File: src/rtl/eaq_pkg.sv
package eaq_pkg;

  typedef enum logic [1:0] {
    ACC_LOAD  = 2'b00,
    ACC_STORE = 2'b01,
    ACC_FETCH = 2'b10,
    ACC_OTHER = 2'b11
  } acc_e;

  typedef enum logic [1:0] {
    SEG_NONE  = 2'b00,
    SEG_DATA  = 2'b01,
    SEG_INSTR = 2'b10
  } seg_e;

  localparam logic [1:0] QUAD_0 = 2'd0;
  localparam logic [1:0] QUAD_1 = 2'd1;
  localparam logic [1:0] QUAD_2 = 2'd2;
  localparam logic [1:0] QUAD_3 = 2'd3;

endpackage

File: src/rtl/eaq_range_check.sv
module eaq_range_check #(
  parameter int ADDR_W = 64,
  parameter int GAP_W  = 10
) (
  input  logic [ADDR_W-1:0] addr,
  output logic              bad
);
  localparam int GAP_HI = ADDR_W - 3;
  localparam int GAP_LO = GAP_HI - GAP_W + 1;

  function automatic logic gap_hit(input logic [GAP_W-1:0] field);
    logic hit;
    hit = 1'b0;
    for (int i = 0; i < GAP_W; i++) hit = hit | field[i];
    return hit;
  endfunction

  assign bad = gap_hit(addr[GAP_HI:GAP_LO]);
endmodule

File: src/rtl/eaq_id_select.sv
module eaq_id_select
  import eaq_pkg::*;
#(
  parameter int PART_W = 12,
  parameter int PROC_W = 20
) (
  input  logic [1:0]        quad,
  input  logic              hyp,
  input  logic [PART_W-1:0] part_in,
  input  logic [PROC_W-1:0] proc_in,
  output logic [PART_W-1:0] part_out,
  output logic [PROC_W-1:0] proc_out,
  output logic              illegal
);
  // per quadrant: {use partition register, use process register, legal}
  function automatic logic [2:0] quad_map(input logic h, input logic [1:0] q);
    logic [2:0] m;
    if (h) begin
      case (q)
        QUAD_0:  m = 3'b011;
        QUAD_1:  m = 3'b111;
        QUAD_2:  m = 3'b101;
        default: m = 3'b001;
      endcase
    end else begin
      case (q)
        QUAD_0:  m = 3'b111;
        QUAD_3:  m = 3'b101;
        default: m = 3'b000;
      endcase
    end
    return m;
  endfunction

  logic [2:0] sel;
  assign sel      = quad_map(hyp, quad);
  assign part_out = sel[2] ? part_in : '0;
  assign proc_out = sel[1] ? proc_in : '0;
  assign illegal  = ~sel[0];
endmodule

File: src/rtl/eaq_fault_encode.sv
module eaq_fault_encode
  import eaq_pkg::*;
#(
  parameter int ADDR_W = 64,
  parameter int ERR_W  = 8
) (
  input  logic              seg_fault,
  input  logic [1:0]        access,
  input  logic [ADDR_W-1:0] addr,
  output logic [1:0]        kind,
  output logic [ADDR_W-1:0] fault_addr,
  output logic [ERR_W-1:0]  code
);
  function automatic logic [1:0] classify(input logic f, input logic [1:0] a);
    if (!f)                 return SEG_NONE;
    else if (a == ACC_FETCH) return SEG_INSTR;
    else                    return SEG_DATA;
  endfunction

  assign kind       = classify(seg_fault, access);
  assign fault_addr = (kind == SEG_DATA) ? addr : '0;
  assign code       = '0;
endmodule

File: src/rtl/eaq_resolver.sv
module eaq_resolver
  import eaq_pkg::*;
#(
  parameter int ADDR_W = 64,
  parameter int GAP_W  = 10,
  parameter int PART_W = 12,
  parameter int PROC_W = 20,
  parameter int ERR_W  = 8
) (
  input  logic              clk,
  input  logic              rst,
  input  logic              req_valid,
  input  logic [ADDR_W-1:0] req_addr,
  input  logic              req_hyp,
  input  logic [1:0]        req_access,
  input  logic [PART_W-1:0] part_reg,
  input  logic [PROC_W-1:0] proc_reg,
  output logic              rsp_done,
  output logic              rsp_fault,
  output logic [1:0]        rsp_kind,
  output logic [ERR_W-1:0]  rsp_code,
  output logic [ADDR_W-1:0] rsp_fault_addr,
  output logic [PART_W-1:0] rsp_part,
  output logic [PROC_W-1:0] rsp_proc
);
  localparam int QUAD_HI = ADDR_W - 1;

  logic              range_bad;
  logic              quad_illegal;
  logic              seg_fault;
  logic [PART_W-1:0] sel_part;
  logic [PROC_W-1:0] sel_proc;
  logic [1:0]        nxt_kind;
  logic [ADDR_W-1:0] nxt_faddr;
  logic [ERR_W-1:0]  nxt_code;

  eaq_range_check #(.ADDR_W(ADDR_W), .GAP_W(GAP_W)) u_range (
    .addr (req_addr),
    .bad  (range_bad)
  );

  eaq_id_select #(.PART_W(PART_W), .PROC_W(PROC_W)) u_sel (
    .quad     (req_addr[QUAD_HI -: 2]),
    .hyp      (req_hyp),
    .part_in  (part_reg),
    .proc_in  (proc_reg),
    .part_out (sel_part),
    .proc_out (sel_proc),
    .illegal  (quad_illegal)
  );

  assign seg_fault = range_bad | quad_illegal;

  eaq_fault_encode #(.ADDR_W(ADDR_W), .ERR_W(ERR_W)) u_enc (
    .seg_fault  (seg_fault),
    .access     (req_access),
    .addr       (req_addr),
    .kind       (nxt_kind),
    .fault_addr (nxt_faddr),
    .code       (nxt_code)
  );

  always_ff @(posedge clk) begin
    if (rst) begin
      rsp_done       <= 1'b0;
      rsp_fault      <= 1'b0;
      rsp_kind       <= SEG_NONE;
      rsp_code       <= '0;
      rsp_fault_addr <= '0;
      rsp_part       <= '0;
      rsp_proc       <= '0;
    end else begin
      rsp_done <= req_valid;
      if (req_valid) begin
        rsp_fault      <= seg_fault;
        rsp_kind       <= nxt_kind;
        rsp_code       <= nxt_code;
        rsp_fault_addr <= nxt_faddr;
        rsp_part       <= seg_fault ? '0 : sel_part;
        rsp_proc       <= seg_fault ? '0 : sel_proc;
      end
    end
  end
endmodule

File: config.mk
export PLATFORM = sky130hd
export DESIGN_NAME = eaq_resolver
export DESIGN_NICKNAME = d
export VERILOG_FILES = /design/src/rtl/eaq_pkg.sv /design/src/rtl/eaq_range_check.sv /design/src/rtl/eaq_id_select.sv /design/src/rtl/eaq_fault_encode.sv /design/src/rtl/eaq_resolver.sv
export SDC_FILE = /design/constraint.sdc
export NUM_CORES = 1
export LEC_CHECK = 0
export BUFFER_PORTS_ARGS = -buffer_cell sky130_fd_sc_hd__buf_4
export CELL_PAD_IN_SITES_DETAIL_PLACEMENT = 1
export CELL_PAD_IN_SITES_GLOBAL_PLACEMENT = 2
export CORE_MARGIN = 3
export CORE_UTILIZATION = 24
export DETAILED_ROUTE_END_ITERATION = 12
export GPL_ROUTABILITY_DRIVEN = 0
export HOLD_SLACK_MARGIN = 0.03
export PLACE_DENSITY_LB_ADDON = 0.1
export SLEW_MARGIN = 20
export SYNTH_ARGS = -nofsm -noshare
export SYNTH_HDL_FRONTEND = slang
export SYNTH_SLANG_ARGS = --single-unit
File: constraint.sdc
create_clock -name clk -period 1.9 [get_ports clk]
set_input_delay 0.38 -clock clk [delete_from_list [all_inputs] [get_ports clk]]
set_output_delay 0.38 -clock clk [all_outputs]
set_load 0.005 [all_outputs]
Yosys cells after proc, flatten, opt, wreduce, memory -nomap -nowiden
Cells that the tools add are included.

Output and inout port bits: 108. Register bits after elaboration: 100. Word-level logic and storage cells: 33. Bits of input ports: 102.

Eq/ne operators: 5. Multiplexer cells: 10. Bitwise operators: 11. Reductions and logical operators: 1.

Operator list (count): 64-bit two-way mux (1); 20-bit two-way mux (2); 12-bit two-way mux (2); 1-bit bitwise OR (10); 3-bit one-hot mux with 3 select lines (1); 2-bit == test (second input constant) (3); 3-bit one-hot mux with 2 select lines (1); 2-bit by 1-bit == test with 1-bit output (second input constant) (2); 2-bit two-way mux (2); 3-bit two-way mux (1); 2-bit zero test (1); 1-bit NOT (1).

Depth between registers and ports, before layout
Gate-level depths: netlist of the first run.

Word-level depth: 13. Depth in mapped cells: 7. Depth with buffers taken out: 6.

Hierarchy
A second synthesis of the first run with hierarchy kept.

Cell total of the unflattened synthesis: 528. Area, all modules: 5054.8 um2.

By module, submodules not included: eaq_resolver (cells an instance 391, area an instance 4160.2 um2, seq. area each 2162.1 um2, instances 1); eaq_fault_encode (cells an instance 91, area an instance 595.6 um2, seq. area each 0.0 um2, instances 1); eaq_id_select (cells an instance 42, area an instance 277.8 um2, seq. area each 0.0 um2, instances 1); eaq_range_check (cells an instance 4, area an instance 21.3 um2, seq. area each 0.0 um2, instances 1).

Worst setup path before layout of the first run
OpenSTA, ideal clock, no wires.

Kind: input to register. Start point: in req_addr[63]. End point: reg rsp_fault_addr[40]. Stages: 7. Data required time: 1.840 ns. Buffers on the path: 1. Data arrival time: 1.582 ns. Library setup time: 0.060 ns. Path slack: 0.259 ns. Cells stage by stage: inv_1 > ha_1 > inv_1 > o2111a_2 > nor2_2 > buf_2 > a22o_1.

Longest elaborated chain between the ends: 8. Elaborated cells on any way between the ends: 9. Classes of those cells: eq/ne (2); mux (4); bitwise (2); reduce/logical (1).

RTL lines: start: declaration (line eaq_resolver.sv:13) `input logic [ADDR_W-1:0] req_addr,`; 2-bit == test / 2-bit zero test (equally long branches) (line eaq_id_select.sv:26) `case (q)`; 3-bit one-hot mux with 2 select lines (*) (line eaq_id_select.sv:26); 3-bit two-way mux (*) (line eaq_id_select.sv:18) `if (h) begin`; 1-bit NOT (*) (line eaq_id_select.sv:39) `assign illegal = ~sel[0];`; 1-bit bitwise OR (*) (line eaq_resolver.sv:52) `assign seg_fault = range_bad | quad_illegal;`; 2-bit two-way mux (*) (line eaq_fault_encode.sv:15) `if (!f) return SEG_NONE;`; 2-bit by 1-bit == test with 1-bit output (*) (line eaq_fault_encode.sv:21) `assign fault_addr = (kind == SEG_DATA) ? addr : '0;`; 64-bit two-way mux (*) (line eaq_fault_encode.sv:21); end signal: assignment (line eaq_resolver.sv:78) `rsp_fault_addr <= nxt_faddr;`; end: declaration (line eaq_resolver.sv:22) `output logic [ADDR_W-1:0] rsp_fault_addr,`.

Every way passes the cells marked *; elsewhere a longest branch is shown, timed or not. A chain may end at the register's enable or synchronous reset.

Worst setup path after layout of the first run
Start point: in req_addr[59]. End point: reg rsp_part[8].

Longest elaborated chain between the ends: 5.

RTL lines: 1-bit bitwise OR (3 in a row) (line eaq_range_check.sv:14) `for (int i = 0; i < GAP_W; i++) hit = hit | field[i];`; 1-bit bitwise OR (line eaq_resolver.sv:52); 12-bit two-way mux (line eaq_resolver.sv:79) `rsp_part <= seg_fault ? '0 : sel_part;`; end signal: assignment (line eaq_resolver.sv:79); end: declaration (line eaq_resolver.sv:23) `output logic [PART_W-1:0] rsp_part,`.

Every way passes these cells.

==> impl_metrics.xml, run 1 <==
<?xml version="1.0" encoding="UTF-8"?>
<metrics>
  <group name="routing">
    <metric name="route.vias.total" unit="">2800</metric>
    <metric name="wl_per_cell" unit="µm">16.4</metric>
    <metric name="ant_nets" unit="">0</metric>
    <metric name="post_drt_via_cell_ratio" unit="">4.46</metric>
    <metric name="drt_first_iter_violations" unit="">138</metric>
    <metric name="detailedRoute.firstPassIterationCount" unit="">4</metric>
    <metric name="totalWireLength" unit="mm">10.3</metric>
    <metric name="drcViolationCount" unit="">0</metric>
  </group>
  <group name="sta">
    <metric name="final.setup_skew" unit="ns">0</metric>
    <metric name="finalWorstPathRequiredPeriod" unit="ns">1.51</metric>
    <metric name="pins_over_their_slew_limit" unit="">0</metric>
    <metric name="finalWorstSetupSlack" unit="ns">0.394</metric>
    <metric name="setup_tns" unit="ns">0</metric>
    <metric name="clock.fmax" unit="MHz">664</metric>
    <metric name="rsz_0062_raised_after_global_routing" unit="">no</metric>
    <metric name="final.period_utilization" unit="%">79.2</metric>
    <metric name="setup_viol" unit="">0</metric>
    <metric name="final_hold_viols" unit="">0</metric>
  </group>
  <group name="synthesis">
    <metric name="synth-simple-area-share" unit="%">3.86</metric>
    <metric name="ys.warnings.count" unit="">0</metric>
    <metric name="synthAdderAreaFrac" unit="%">0.779</metric>
    <metric name="post_synth_xor_area_fraction" unit="%">0</metric>
    <metric name="synth_area_per_cell" unit="µm²">12.6</metric>
    <metric name="synth.lib_cells_used.distinct" unit="">25</metric>
    <metric name="synthesis.instances" unit="">255</metric>
    <metric name="synth_compound_area_share" unit="%">27.1</metric>
    <metric name="yosys-mux-area-fraction" unit="%">0</metric>
    <metric name="synth-seq-area-share" unit="%">62.4</metric>
    <metric name="synth_seq_cells" unit="">100</metric>
    <metric name="cell_area_synth" unit="mm²">0.00321</metric>
    <metric name="largest_family_of_logic_cells_by_synthesized_area" unit="">compound AO/OA/AOI/OAI gates</metric>
  </group>
  <group name="run_status">
    <metric name="run_status" unit="">finished clean</metric>
  </group>
  <group name="clock_tree">
    <metric name="max-clock-path-buffers" unit="">2</metric>
    <metric name="ctsHtreeMaxLevel" unit="">3</metric>
    <metric name="clock-sinks" unit="">100</metric>
    <metric name="cts_buffers" unit="">9</metric>
    <metric name="clock_insertion_delay_worst_skew" unit="ns">0.34</metric>
    <metric name="cts.repair_timing.setup_buffer_count" unit="">0</metric>
    <metric name="cts_resized" unit="">0</metric>
    <metric name="worst_setup_hold_path_clk_slew" unit="ns">0.06</metric>
    <metric name="cts.hold.buffers_added" unit="">0</metric>
    <metric name="clock_tree_from_tritoncts" unit="">built</metric>
    <metric name="cts_root_buffer" unit="">sky130_fd_sc_hd__clkbuf_16</metric>
  </group>
  <group name="final_layout">
    <metric name="num_antenna_cells" unit="">0</metric>
    <metric name="drive_above_1_share" unit="%">49.6</metric>
    <metric name="areaGrowthSynthToFinish" unit="%">61.8</metric>
    <metric name="finish.net_count" unit="">557</metric>
    <metric name="finish.instance_area" unit="mm²">0.00520</metric>
  </group>
  <group name="job">
    <metric name="cap_violations" unit="">0</metric>
  </group>
  <group name="global_routing">
    <metric name="grt_first_pass_wirelength" unit="mm">15.7</metric>
    <metric name="gr-total-overflow" unit="">0</metric>
    <metric name="antenna_found_initial" unit="">0</metric>
    <metric name="grt_use_total" unit="%">13.7</metric>
    <metric name="grt_max_degree" unit="">74</metric>
    <metric name="grt_pass1_vias" unit="">2878</metric>
  </group>
  <group name="placed_design">
    <metric name="port_buffers" unit="">201</metric>
    <metric name="preCtsSetupSlack" unit="ns">0.00535</metric>
    <metric name="placement_stage_cell_area" unit="mm²">0.00492</metric>
    <metric name="detailed_place_hpwl" unit="mm">7.67</metric>
  </group>
  <group name="critical_path">
    <metric name="critical-path-top-delay-family" unit="">simple AND/OR/NAND/NOR gates</metric>
    <metric name="critical_path_class" unit="">in2reg</metric>
    <metric name="timing.critical_path.required" unit="ns">2.18</metric>
    <metric name="endpoint_kind" unit="">flop</metric>
    <metric name="crit_slowest_cell" unit="">sky130_fd_sc_hd__and3_1</metric>
    <metric name="critical_path.cell_chain" unit="">buf_4, nor4_1, o2111a_2, and3_1, a22o_1</metric>
    <metric name="cp.buffers_inverters" unit="">1</metric>
    <metric name="crit_arrival" unit="ns">1.79</metric>
    <metric name="timing.critical_path.from_type" unit="">primary input</metric>
    <metric name="slowest_delay" unit="ns">0.44</metric>
    <metric name="critPathMaxFanout" unit="">11</metric>
  </group>
  <group name="die">
    <metric name="die-height" unit="µm">122</metric>
    <metric name="rows" unit="">41</metric>
    <metric name="io_pins" unit="">210</metric>
    <metric name="die_w" unit="µm">122</metric>
    <metric name="core_region_area" unit="mm²">0.0128</metric>
    <metric name="design.die.area" unit="mm²">0.0148</metric>
    <metric name="initial_utilization" unit="%">25.0</metric>
  </group>
  <group name="power_and_ir_drop">
    <metric name="powerDensity" unit="mW/mm²">847</metric>
    <metric name="worst_ir_drop_vdd" unit="mV">0.455</metric>
    <metric name="static_power_due_to_leakage" unit="nW">2.46</metric>
  </group>
  <group name="hold_path">
    <metric name="hp-class" unit="">in2reg</metric>
  </group>
</metrics>
## report_power, final
group / total [mW] / internal [mW] / switching [mW] / leakage, nW
Clock: 1.71 / 0.981 / 0.732 / 0.134
Combinational: 0.473 / 0.300 / 0.174 / 1.51
Sequential: 2.22 / 2.17 / 0.0413 / 0.816
## cells in the mapped netlist
cell type,n,area (µm²)
sky130_fd_sc_hd__nor3b_4,1,18.8
sky130_fd_sc_hd__nand2b_4,1,13.8
sky130_fd_sc_hd__nand4_1,1,6.26
sky130_fd_sc_hd__nand2b_1,5,31.3
sky130_fd_sc_hd__a21oi_1,4,20.0
sky130_fd_sc_hd__ha_1,2,25.0
sky130_fd_sc_hd__inv_1,4,15.0
sky130_fd_sc_hd__a21o_1,1,7.51
sky130_fd_sc_hd__buf_1,1,3.75
sky130_fd_sc_hd__a211oi_1,1,7.51
sky130_fd_sc_hd__clkbuf_1,3,11.3
sky130_fd_sc_hd__o2111a_2,1,12.5
sky130_fd_sc_hd__nand2_1,2,7.51
sky130_fd_sc_hd__dfxtp_1,100,2000
sky130_fd_sc_hd__nor2_2,1,6.26
sky130_fd_sc_hd__buf_2,13,65.1
sky130_fd_sc_hd__nand3_1,2,10.0
sky130_fd_sc_hd__and3_1,1,6.26
sky130_fd_sc_hd__conb_1,1,3.75
sky130_fd_sc_hd__o32ai_1,1,8.76
sky130_fd_sc_hd__a22o_1,93,815
sky130_fd_sc_hd__nor2_1,3,11.3
sky130_fd_sc_hd__buf_4,9,67.6
sky130_fd_sc_hd__nor4_1,2,12.5
sky130_fd_sc_hd__buf_6,2,22.5
## per-layer routing
| layer | GRT usage [%] | vias up | share of wire, % |
|---|---|---|---|
| li1 | - | 1338 | - |
| met1 | 16.1 | 1324 | 41 |
| met2 | 21.9 | 124 | 47 |
| met3 | 6.27 | 14 | 9.6 |
| met4 | 5.39 | 0 | 2.0 |
| met5 | 0 | - | 0 |
## cell families after synthesis
family          count (synthesis)
compound gates                101
fa+ha+maj                       2
buf+inv                        32
flops                         100
other cells                     1
simple gates                   19
## sequential cells by signal (all words and copies together) (netlist names)
| signal | cells |
|---|---|
| rsp_fault_addr | 64 |
| rsp_part | 12 |
| rsp_kind | 2 |
| rsp_proc | 20 |
| rsp_fault | 1 |
| rsp_done | 1 |
## path summary, 6_finish.rpt
check	slack, ns	from	cells after the start	end
setup / recovery	0.39	req_addr[59]	5	rsp_part[8]
hold / removal	0.24	proc_reg[4]	2	rsp_proc[4]
setup reg to reg	1.22	rsp_fault	2	rsp_fault
hold reg to reg	0.46	rsp_kind[0]	1	rsp_kind[0]
## area by class of cell
| cell class | instances | area (µm²) |
|---|---|---|
| Fill cell | 1404 | 7630 |
| Sequential cell | 100 | 2000 |
| Timing Repair Buffer | 208 | 1620 |
| Multi-Input combinational cell | 130 | 1060 |
| Clock buffer | 13 | 270 |
| Tap cell | 172 | 215 |
| Inverter | 4 | 15.0 |
| Clock inverter | 1 | 7.51 |
## worst reg2reg max path: stages (launching register included)
cell and delay [ns]:
sky130_fd_sc_hd__dfxtp_1 0.33, sky130_fd_sc_hd__nor2_1 0.04, sky130_fd_sc_hd__a211oi_1 0.22
## stage by stage
stage,hold slack [ns],util [%],total power [mW],instances
floorplan,0.449,-,2.41,262
global placement,0.437,38.4,2.74,614
detailed placement,0.445,38.4,2.74,614
CTS,0.228,40.5,4.51,628
global route,0.227,40.5,4.63,628
finish,0.244,40.5,4.40,628
## layout by cell type, fill, tap and decap left out, drive strengths merged
cell type	Yosys	routed
and3	1	1
o32ai	1	1
o2111a	1	1
a21o	1	1
a22o	93	93
clkinvlp	0	1
nor3b	1	1
dfxtp	100	100
nand4	1	1
nor2	4	4
a211oi	1	1
buf	25	208
inv	4	4
nand2	2	2
nand3	2	2
ha	2	2
a21oi	4	4
nand2b	6	6
conb	1	8
nor4	2	2
clkbuf	3	13
Power figures use the tool's default switching activity.
==> inputs of run 2 (changes only) <==
==> constraint.sdc (replaced) <==
create_clock -name clk -period 1.4 [get_ports clk]
set_input_delay 0.28 -clock clk [delete_from_list [all_inputs] [get_ports clk]]
set_output_delay 0.28 -clock clk [all_outputs]
set_load 0.005 [all_outputs]
==> run 2 against run 1 <==
Effect of this change:
- via count up 2.6%
- cell count is 2.2% higher
- count of clock-buffer cells in the layout fell by 2
- setup slack lost 0.35 ns
- utilization grew 1.4 points
- final area increased by 3.5%
- sequential share of layout area is 1.3 points lower
- sequential power up 36%
- hold slack got worse by 0.10 ns
==> impl_metrics.xml, run 2 (synthesized netlist as in run 1, its figures left out) <==
<?xml version="1.0" encoding="UTF-8"?>
<metrics>
  <group name="run_status">
    <metric name="run_status" unit="">finished clean</metric>
  </group>
  <group name="sta">
    <metric name="final_hold_viols" unit="">0</metric>
    <metric name="clock.fmax" unit="MHz">736</metric>
    <metric name="finalWorstPathRequiredPeriod" unit="ns">1.36</metric>
    <metric name="final.period_utilization" unit="%">97.1</metric>
    <metric name="setup_viol" unit="">0</metric>
    <metric name="rsz_0062_raised_after_global_routing" unit="">no</metric>
    <metric name="pins_over_their_slew_limit" unit="">0</metric>
    <metric name="setup_tns" unit="ns">0</metric>
    <metric name="finalWorstSetupSlack" unit="ns">0.0406</metric>
    <metric name="final.setup_skew" unit="ns">0</metric>
  </group>
  <group name="hold_path">
    <metric name="hp-class" unit="">in2reg</metric>
  </group>
  <group name="final_layout">
    <metric name="final_cell_mix" unit="">sky130_fd_sc_hd__buf_4 (215), sky130_fd_sc_hd__dfxtp_1 (100), sky130_fd_sc_hd__a22o_1 (93), sky130_fd_sc_hd__clkbuf_16 (9), sky130_fd_sc_hd__conb_1 (8)</metric>
    <metric name="finish.net_count" unit="">569</metric>
    <metric name="drive_above_1_share" unit="%">52.3</metric>
    <metric name="largest-register" unit="">rsp_fault_addr</metric>
    <metric name="reg.largest.list" unit="">rsp_fault_addr (64), rsp_proc (20), rsp_part (12)</metric>
    <metric name="finalCoreUtilization" unit="%">41.9</metric>
    <metric name="areaGrowthSynthToFinish" unit="%">67.5</metric>
    <metric name="commonest_non_fill_non_tap_cell_in_the_layout" unit="">sky130_fd_sc_hd__buf_4</metric>
    <metric name="flip_flop_count_of_the_largest_register_after_layout" unit="">64</metric>
    <metric name="num_antenna_cells" unit="">0</metric>
  </group>
  <group name="power_and_ir_drop">
    <metric name="internal" unit="mW">5.05</metric>
    <metric name="clockPowerShare" unit="%">42.7</metric>
    <metric name="p_comb_share" unit="%">10.6</metric>
    <metric name="switching_share" unit="%">21.6</metric>
    <metric name="powerDensity" unit="mW/mm²">1200</metric>
    <metric name="switchingPower" unit="mW">1.39</metric>
    <metric name="worst_ir_drop_vdd" unit="mV">0.553</metric>
    <metric name="pwr-share-seq" unit="%">46.6</metric>
    <metric name="static_power_due_to_leakage" unit="nW">2.54</metric>
  </group>
  <group name="clock_tree">
    <metric name="cts_root_buffer" unit="">sky130_fd_sc_hd__clkbuf_16</metric>
    <metric name="cts_resized" unit="">0</metric>
    <metric name="worst_setup_hold_path_clk_slew" unit="ns">0.07</metric>
    <metric name="cts.hold.buffers_added" unit="">0</metric>
    <metric name="clock_insertion_delay_worst_skew" unit="ns">0.34</metric>
    <metric name="clock-sinks" unit="">100</metric>
    <metric name="ctsHtreeMaxLevel" unit="">3</metric>
    <metric name="cts_buffers" unit="">9</metric>
    <metric name="max-clock-path-buffers" unit="">2</metric>
    <metric name="clock_tree_from_tritoncts" unit="">built</metric>
    <metric name="cts.repair_timing.setup_buffer_count" unit="">0</metric>
  </group>
  <group name="critical_path">
    <metric name="critical_path_depth" unit="">6</metric>
    <metric name="crit_arrival" unit="ns">1.65</metric>
    <metric name="critPathMaxFanout" unit="">20</metric>
    <metric name="critical_path_class" unit="">in2reg</metric>
    <metric name="endpoint_kind" unit="">flop</metric>
    <metric name="critical_path_source" unit="">req_addr[59]</metric>
    <metric name="timing.critical_path.required" unit="ns">1.69</metric>
    <metric name="capture_instance_of_the_worst_register_to_register_path" unit="">rsp_fault</metric>
    <metric name="slowest_delay" unit="ns">0.35</metric>
    <metric name="cp.buffers_inverters" unit="">2</metric>
    <metric name="endpoint" unit="">rsp_proc[16]</metric>
    <metric name="timing.critical_path.from_type" unit="">primary input</metric>
    <metric name="critical_path.reg2reg.startpoint" unit="">rsp_fault</metric>
    <metric name="crit_slowest_cell" unit="">sky130_fd_sc_hd__nor4_1</metric>
    <metric name="r2r_cells" unit="">2</metric>
    <metric name="critical_path.cell_chain" unit="">buf_4, nor4_1, o2111a_2, nor3b_4, buf_12, a22o_1</metric>
    <metric name="critical-path-top-delay-family" unit="">simple AND/OR/NAND/NOR gates</metric>
    <metric name="r2r_slack" unit="ns">0.73</metric>
  </group>
  <group name="routing">
    <metric name="ant_nets" unit="">0</metric>
    <metric name="drcViolationCount" unit="">0</metric>
    <metric name="wl_per_cell" unit="µm">16.7</metric>
    <metric name="post_drt_via_cell_ratio" unit="">4.47</metric>
    <metric name="route.vias.total" unit="">2872</metric>
    <metric name="drt_first_iter_violations" unit="">117</metric>
    <metric name="totalWireLength" unit="mm">10.7</metric>
    <metric name="detailedRoute.firstPassIterationCount" unit="">4</metric>
  </group>
  <group name="die">
    <metric name="die-height" unit="µm">122</metric>
    <metric name="core_region_area" unit="mm²">0.0128</metric>
    <metric name="design.die.area" unit="mm²">0.0148</metric>
    <metric name="rows" unit="">41</metric>
    <metric name="initial_utilization" unit="%">25.0</metric>
    <metric name="io_pins" unit="">210</metric>
    <metric name="die_w" unit="µm">122</metric>
  </group>
  <group name="global_routing">
    <metric name="grt_use_total" unit="%">14.1</metric>
    <metric name="grt_first_pass_wirelength" unit="mm">16.0</metric>
    <metric name="grt_pass1_vias" unit="">2921</metric>
    <metric name="antenna_found_initial" unit="">0</metric>
    <metric name="gr-total-overflow" unit="">0</metric>
    <metric name="grt_max_degree" unit="">46</metric>
  </group>
  <group name="placed_design">
    <metric name="detailed_place_hpwl" unit="mm">7.97</metric>
    <metric name="port_buffers" unit="">201</metric>
    <metric name="preCtsSetupSlack" unit="ns">-0.325</metric>
  </group>
  <group name="job">
    <metric name="cap_violations" unit="">0</metric>
  </group>
</metrics>
run 2: stage by stage:
stage,power [mW],area [µm²],hold WS [ns],std cells
finish,6.44,5380,0.140,642
detailed placement,3.76,5040,0.445,626
CTS,6.56,5380,0.120,642
global route,6.73,5380,0.125,642
floorplan,3.29,3290,0.349,262
global placement,3.75,5040,0.440,626
run 2: layout make-up:
class	instances	area (µm²)
fill	1418	7450
sequential	100	2000
timing repair buffer	220	1710
multi-input combinational	130	1080
clock buffer	11	253
tap	172	215
clock inverter	5	83.8
inverter	4	30.0
run 2: power groups by stage:
stage                     Clock, mW  Combinational (mW)  Sequential, mW
after global routing           2.97               0.747            3.02
after global placement            0               0.686            3.07
after CTS                      2.85               0.698            3.01
after detailed placement          0               0.696            3.07
final                          2.75               0.685            3.01
after floorplan                   0               0.214            3.08
run 2: worst min-delay path by stage:
stage | end | cells after the start | slack [ns] | startpoint
after floorplan | rsp_fault_addr[57] | 1 | 0.35 | rst
after global placement | rsp_kind[0] | 1 | 0.44 | rsp_kind[0]
after detailed placement | rsp_kind[0] | 1 | 0.44 | rsp_kind[0]
after CTS | rsp_part[4] | 2 | 0.12 | part_reg[4]
after global routing | rsp_part[4] | 2 | 0.13 | part_reg[4]
final | rsp_part[4] | 2 | 0.14 | part_reg[4]
run 2: layer usage:
layer	vias up	GRT usage [%]	wire length [µm]
li1	1369	-	-
met1	1366	16.5	4360
met2	122	22.9	5270
met3	15	5.39	855
met4	0	6.30	246
met5	-	0	0
==> inputs of run 3 (changes only) <==
--- a/config.mk
+++ b/config.mk
@@ -8,7 +8,8 @@
 export BUFFER_PORTS_ARGS = -buffer_cell sky130_fd_sc_hd__buf_4
 export CELL_PAD_IN_SITES_DETAIL_PLACEMENT = 1
 export CELL_PAD_IN_SITES_GLOBAL_PLACEMENT = 2
-export CORE_MARGIN = 3
+export CORE_ASPECT_RATIO = 2
+export CORE_MARGIN = 1.5
 export CORE_UTILIZATION = 24
 export DETAILED_ROUTE_END_ITERATION = 12
 export GPL_ROUTABILITY_DRIVEN = 0
==> run 3 against run 2 <==
Effect of this change:
- the flow now finishes with violations (design-rule violations)
- wire length up 2.5%
- die area down 4.6%
- utilization down 0.85 points
- sequential cell count unchanged
- count of clock-buffer cells in the layout down 2
- critical endpoint is now rsp_fault_addr[18]
- clock skew unchanged
- sequential share of layout area up 0.069 points
- cell count down 2.8%
- largest power group unchanged
- combinational power up 4.1%
- clock power down 15%
==> impl_metrics.xml, run 3 (synthesized netlist as in run 1, its figures left out) <==
<?xml version="1.0" encoding="UTF-8"?>
<metrics>
  <group name="run_status">
    <metric name="run_status" unit="">complete, but fails checks</metric>
    <metric name="violated_checks" unit="">design-rule violations</metric>
  </group>
  <group name="critical_path">
    <metric name="timing.critical_path.from_type" unit="">primary input</metric>
    <metric name="capture_instance_of_the_worst_register_to_register_path" unit="">rsp_fault</metric>
    <metric name="timing.critical_path.required" unit="ns">1.62</metric>
    <metric name="cp.buffers_inverters" unit="">3</metric>
    <metric name="critical_path_class" unit="">in2reg</metric>
    <metric name="r2r_slack" unit="ns">0.70</metric>
    <metric name="crit_slowest_cell" unit="">sky130_fd_sc_hd__o2111a_2</metric>
    <metric name="endpoint_kind" unit="">flop</metric>
    <metric name="critPathMaxFanout" unit="">18</metric>
    <metric name="r2r_cells" unit="">2</metric>
    <metric name="critical_path.reg2reg.startpoint" unit="">rsp_fault</metric>
    <metric name="critical-path-top-delay-family" unit="">compound AO/OA/AOI/OAI gates</metric>
    <metric name="slowest_delay" unit="ns">0.29</metric>
    <metric name="critical_path_source" unit="">req_addr[54]</metric>
    <metric name="crit_path_frequent_cell" unit="">sky130_fd_sc_hd__buf_12</metric>
    <metric name="critical_path.cell_chain" unit="">buf_4, nor4_4, o2111a_2, nor2_4, buf_12, buf_12, a22o_1</metric>
    <metric name="crit_arrival" unit="ns">1.54</metric>
  </group>
  <group name="sta">
    <metric name="setup_viol" unit="">0</metric>
    <metric name="finalWorstPathRequiredPeriod" unit="ns">1.32</metric>
    <metric name="clock.fmax" unit="MHz">760</metric>
    <metric name="final.period_utilization" unit="%">94.0</metric>
    <metric name="rsz_0062_raised_after_global_routing" unit="">no</metric>
    <metric name="final.setup_skew" unit="ns">0</metric>
    <metric name="final_hold_viols" unit="">0</metric>
    <metric name="setup_tns" unit="ns">0</metric>
    <metric name="finalHoldWorstSlack" unit="ns">0.143</metric>
    <metric name="pins_over_their_slew_limit" unit="">0</metric>
  </group>
  <group name="die">
    <metric name="die-height" unit="µm">167</metric>
    <metric name="die_w" unit="µm">84.8</metric>
    <metric name="design.die.area" unit="mm²">0.0141</metric>
    <metric name="rows" unit="">59</metric>
    <metric name="core_region_area" unit="mm²">0.0131</metric>
    <metric name="initial_utilization" unit="%">24.6</metric>
    <metric name="io_pins" unit="">210</metric>
  </group>
  <group name="routing">
    <metric name="wl_per_cell" unit="µm">17.6</metric>
    <metric name="totalWireLength" unit="mm">11.0</metric>
    <metric name="drt_first_iter_violations" unit="">91</metric>
    <metric name="post_drt_via_cell_ratio" unit="">4.62</metric>
    <metric name="route.vias.total" unit="">2883</metric>
    <metric name="ant_nets" unit="">0</metric>
    <metric name="drcViolationCount" unit="">14</metric>
    <metric name="detailedRoute.firstPassIterationCount" unit="">8</metric>
  </group>
  <group name="hold_path">
    <metric name="min_from" unit="">proc_reg[9]</metric>
    <metric name="holdPathStages" unit="">2</metric>
    <metric name="hp-class" unit="">in2reg</metric>
    <metric name="hold-path-endpoint" unit="">rsp_proc[9]</metric>
  </group>
  <group name="job">
    <metric name="cap_violations" unit="">0</metric>
  </group>
  <group name="final_layout">
    <metric name="reg.largest.list" unit="">rsp_fault_addr (64), rsp_proc (20), rsp_part (12)</metric>
    <metric name="areaGrowthSynthToFinish" unit="%">67.2</metric>
    <metric name="finish.net_count" unit="">572</metric>
    <metric name="drive_above_1_share" unit="%">53.0</metric>
    <metric name="fill_cells" unit="">1483</metric>
    <metric name="multiInputGateArea" unit="mm²">0.00111</metric>
    <metric name="num_antenna_cells" unit="">0</metric>
    <metric name="final_cell_mix" unit="">sky130_fd_sc_hd__buf_4 (216), sky130_fd_sc_hd__dfxtp_1 (100), sky130_fd_sc_hd__a22o_1 (93), sky130_fd_sc_hd__clkbuf_16 (9), sky130_fd_sc_hd__conb_1 (8)</metric>
    <metric name="finalCoreUtilization" unit="%">41.1</metric>
    <metric name="seq_area" unit="mm²">0.00200</metric>
    <metric name="flip_flop_count_of_the_largest_register_after_layout" unit="">64</metric>
    <metric name="largest-register" unit="">rsp_fault_addr</metric>
    <metric name="commonest_non_fill_non_tap_cell_in_the_layout" unit="">sky130_fd_sc_hd__buf_4</metric>
  </group>
  <group name="power_and_ir_drop">
    <metric name="static_power_due_to_leakage" unit="nW">2.54</metric>
    <metric name="worst_ir_drop_vdd" unit="mV">0.493</metric>
    <metric name="powerDensity" unit="mW/mm²">1130</metric>
  </group>
  <group name="clock_tree">
    <metric name="cts_buffers" unit="">9</metric>
    <metric name="clock-sinks" unit="">100</metric>
    <metric name="worst_setup_hold_path_clk_slew" unit="ns">0.07</metric>
    <metric name="clock_tree_from_tritoncts" unit="">built</metric>
    <metric name="cts_root_buffer" unit="">sky130_fd_sc_hd__clkbuf_16</metric>
    <metric name="clock_insertion_delay_worst_skew" unit="ns">0.34</metric>
    <metric name="max-clock-path-buffers" unit="">2</metric>
    <metric name="ctsHtreeMaxLevel" unit="">3</metric>
  </group>
  <group name="global_routing">
    <metric name="antenna_found_initial" unit="">0</metric>
    <metric name="gr-total-overflow" unit="">0</metric>
    <metric name="grt_use_total" unit="%">15.4</metric>
    <metric name="grt_max_degree" unit="">52</metric>
    <metric name="grt_pass1_vias" unit="">3091</metric>
    <metric name="grt_first_pass_wirelength" unit="mm">16.8</metric>
  </group>
  <group name="placed_design">
    <metric name="detailed_place_hpwl" unit="mm">8.14</metric>
    <metric name="port_buffers" unit="">201</metric>
  </group>
</metrics>
[run 3: per-stage QoR]
step	setup WS (ns)	power, mW	instances	cell area (µm²)
5_1_grt	0.0455	6.33	624	5370
4_1_cts	0.00483	6.18	624	5340
3_5_place_dp	-0.417	3.78	609	5050
2_1_floorplan	-0.0456	3.29	262	3290
6_report	0.0842	6.06	624	5370
3_3_place_gp	-0.423	3.77	609	5050
[run 3: worst max-delay path by stage]
stage                               to  slack, ns  cells past startpoint
finish              rsp_fault_addr[18]       0.08                      7
global route         rsp_fault_addr[7]       0.05                      7
CTS                       rsp_proc[15]      0.005                      7
detailed placement        rsp_proc[15]      -0.42                      7
global placement           rsp_proc[4]      -0.42                      7
floorplan                 rsp_proc[10]      -0.05                      7
[run 3: cell type report]
| class | count | area share (%) |
|---|---|---|
| Clock buffer | 9 | 4.20 |
| Clock inverter | 6 | 0.909 |
| Inverter | 4 | 0.559 |
| Multi-Input combinational cell | 130 | 20.7 |
| Sequential cell | 100 | 37.3 |
| Tap cell | 152 | 3.54 |
| Timing Repair Buffer | 223 | 32.8 |
[run 3: repair_timing]
item / in CTS / in global routing
buffers inserted: 0 / 1
hold buffers: 0 / 0
pin swaps: 0 / 2
hold endpoints to repair: 0 / 0
resized for setup: 2 / 2
setup endpoints to repair: 91 / 53
[run 3: report_power, final]
group,switching [mW],internal (mW)
combinational,0.261,0.452
clock,1.12,1.22
sequential,0.0581,2.95
[run 3: metal layers]
| metal | up-vias | GRT usage [%] | share of wire, % |
|---|---|---|---|
| met5 | - | 0 | 0 |
| met4 | 0 | 5.63 | 1.7 |
| met3 | 12 | 4.36 | 6.2 |
| met2 | 112 | 28.9 | 57 |
| met1 | 1388 | 15.9 | 35 |
| li1 | 1371 | - | - |
[run 3: worst reg2reg max path, stage by stage (launching register included)]
cell                       delay, ns
sky130_fd_sc_hd__dfxtp_1        0.35
sky130_fd_sc_hd__nor2_1         0.05
sky130_fd_sc_hd__a211oi_1       0.21
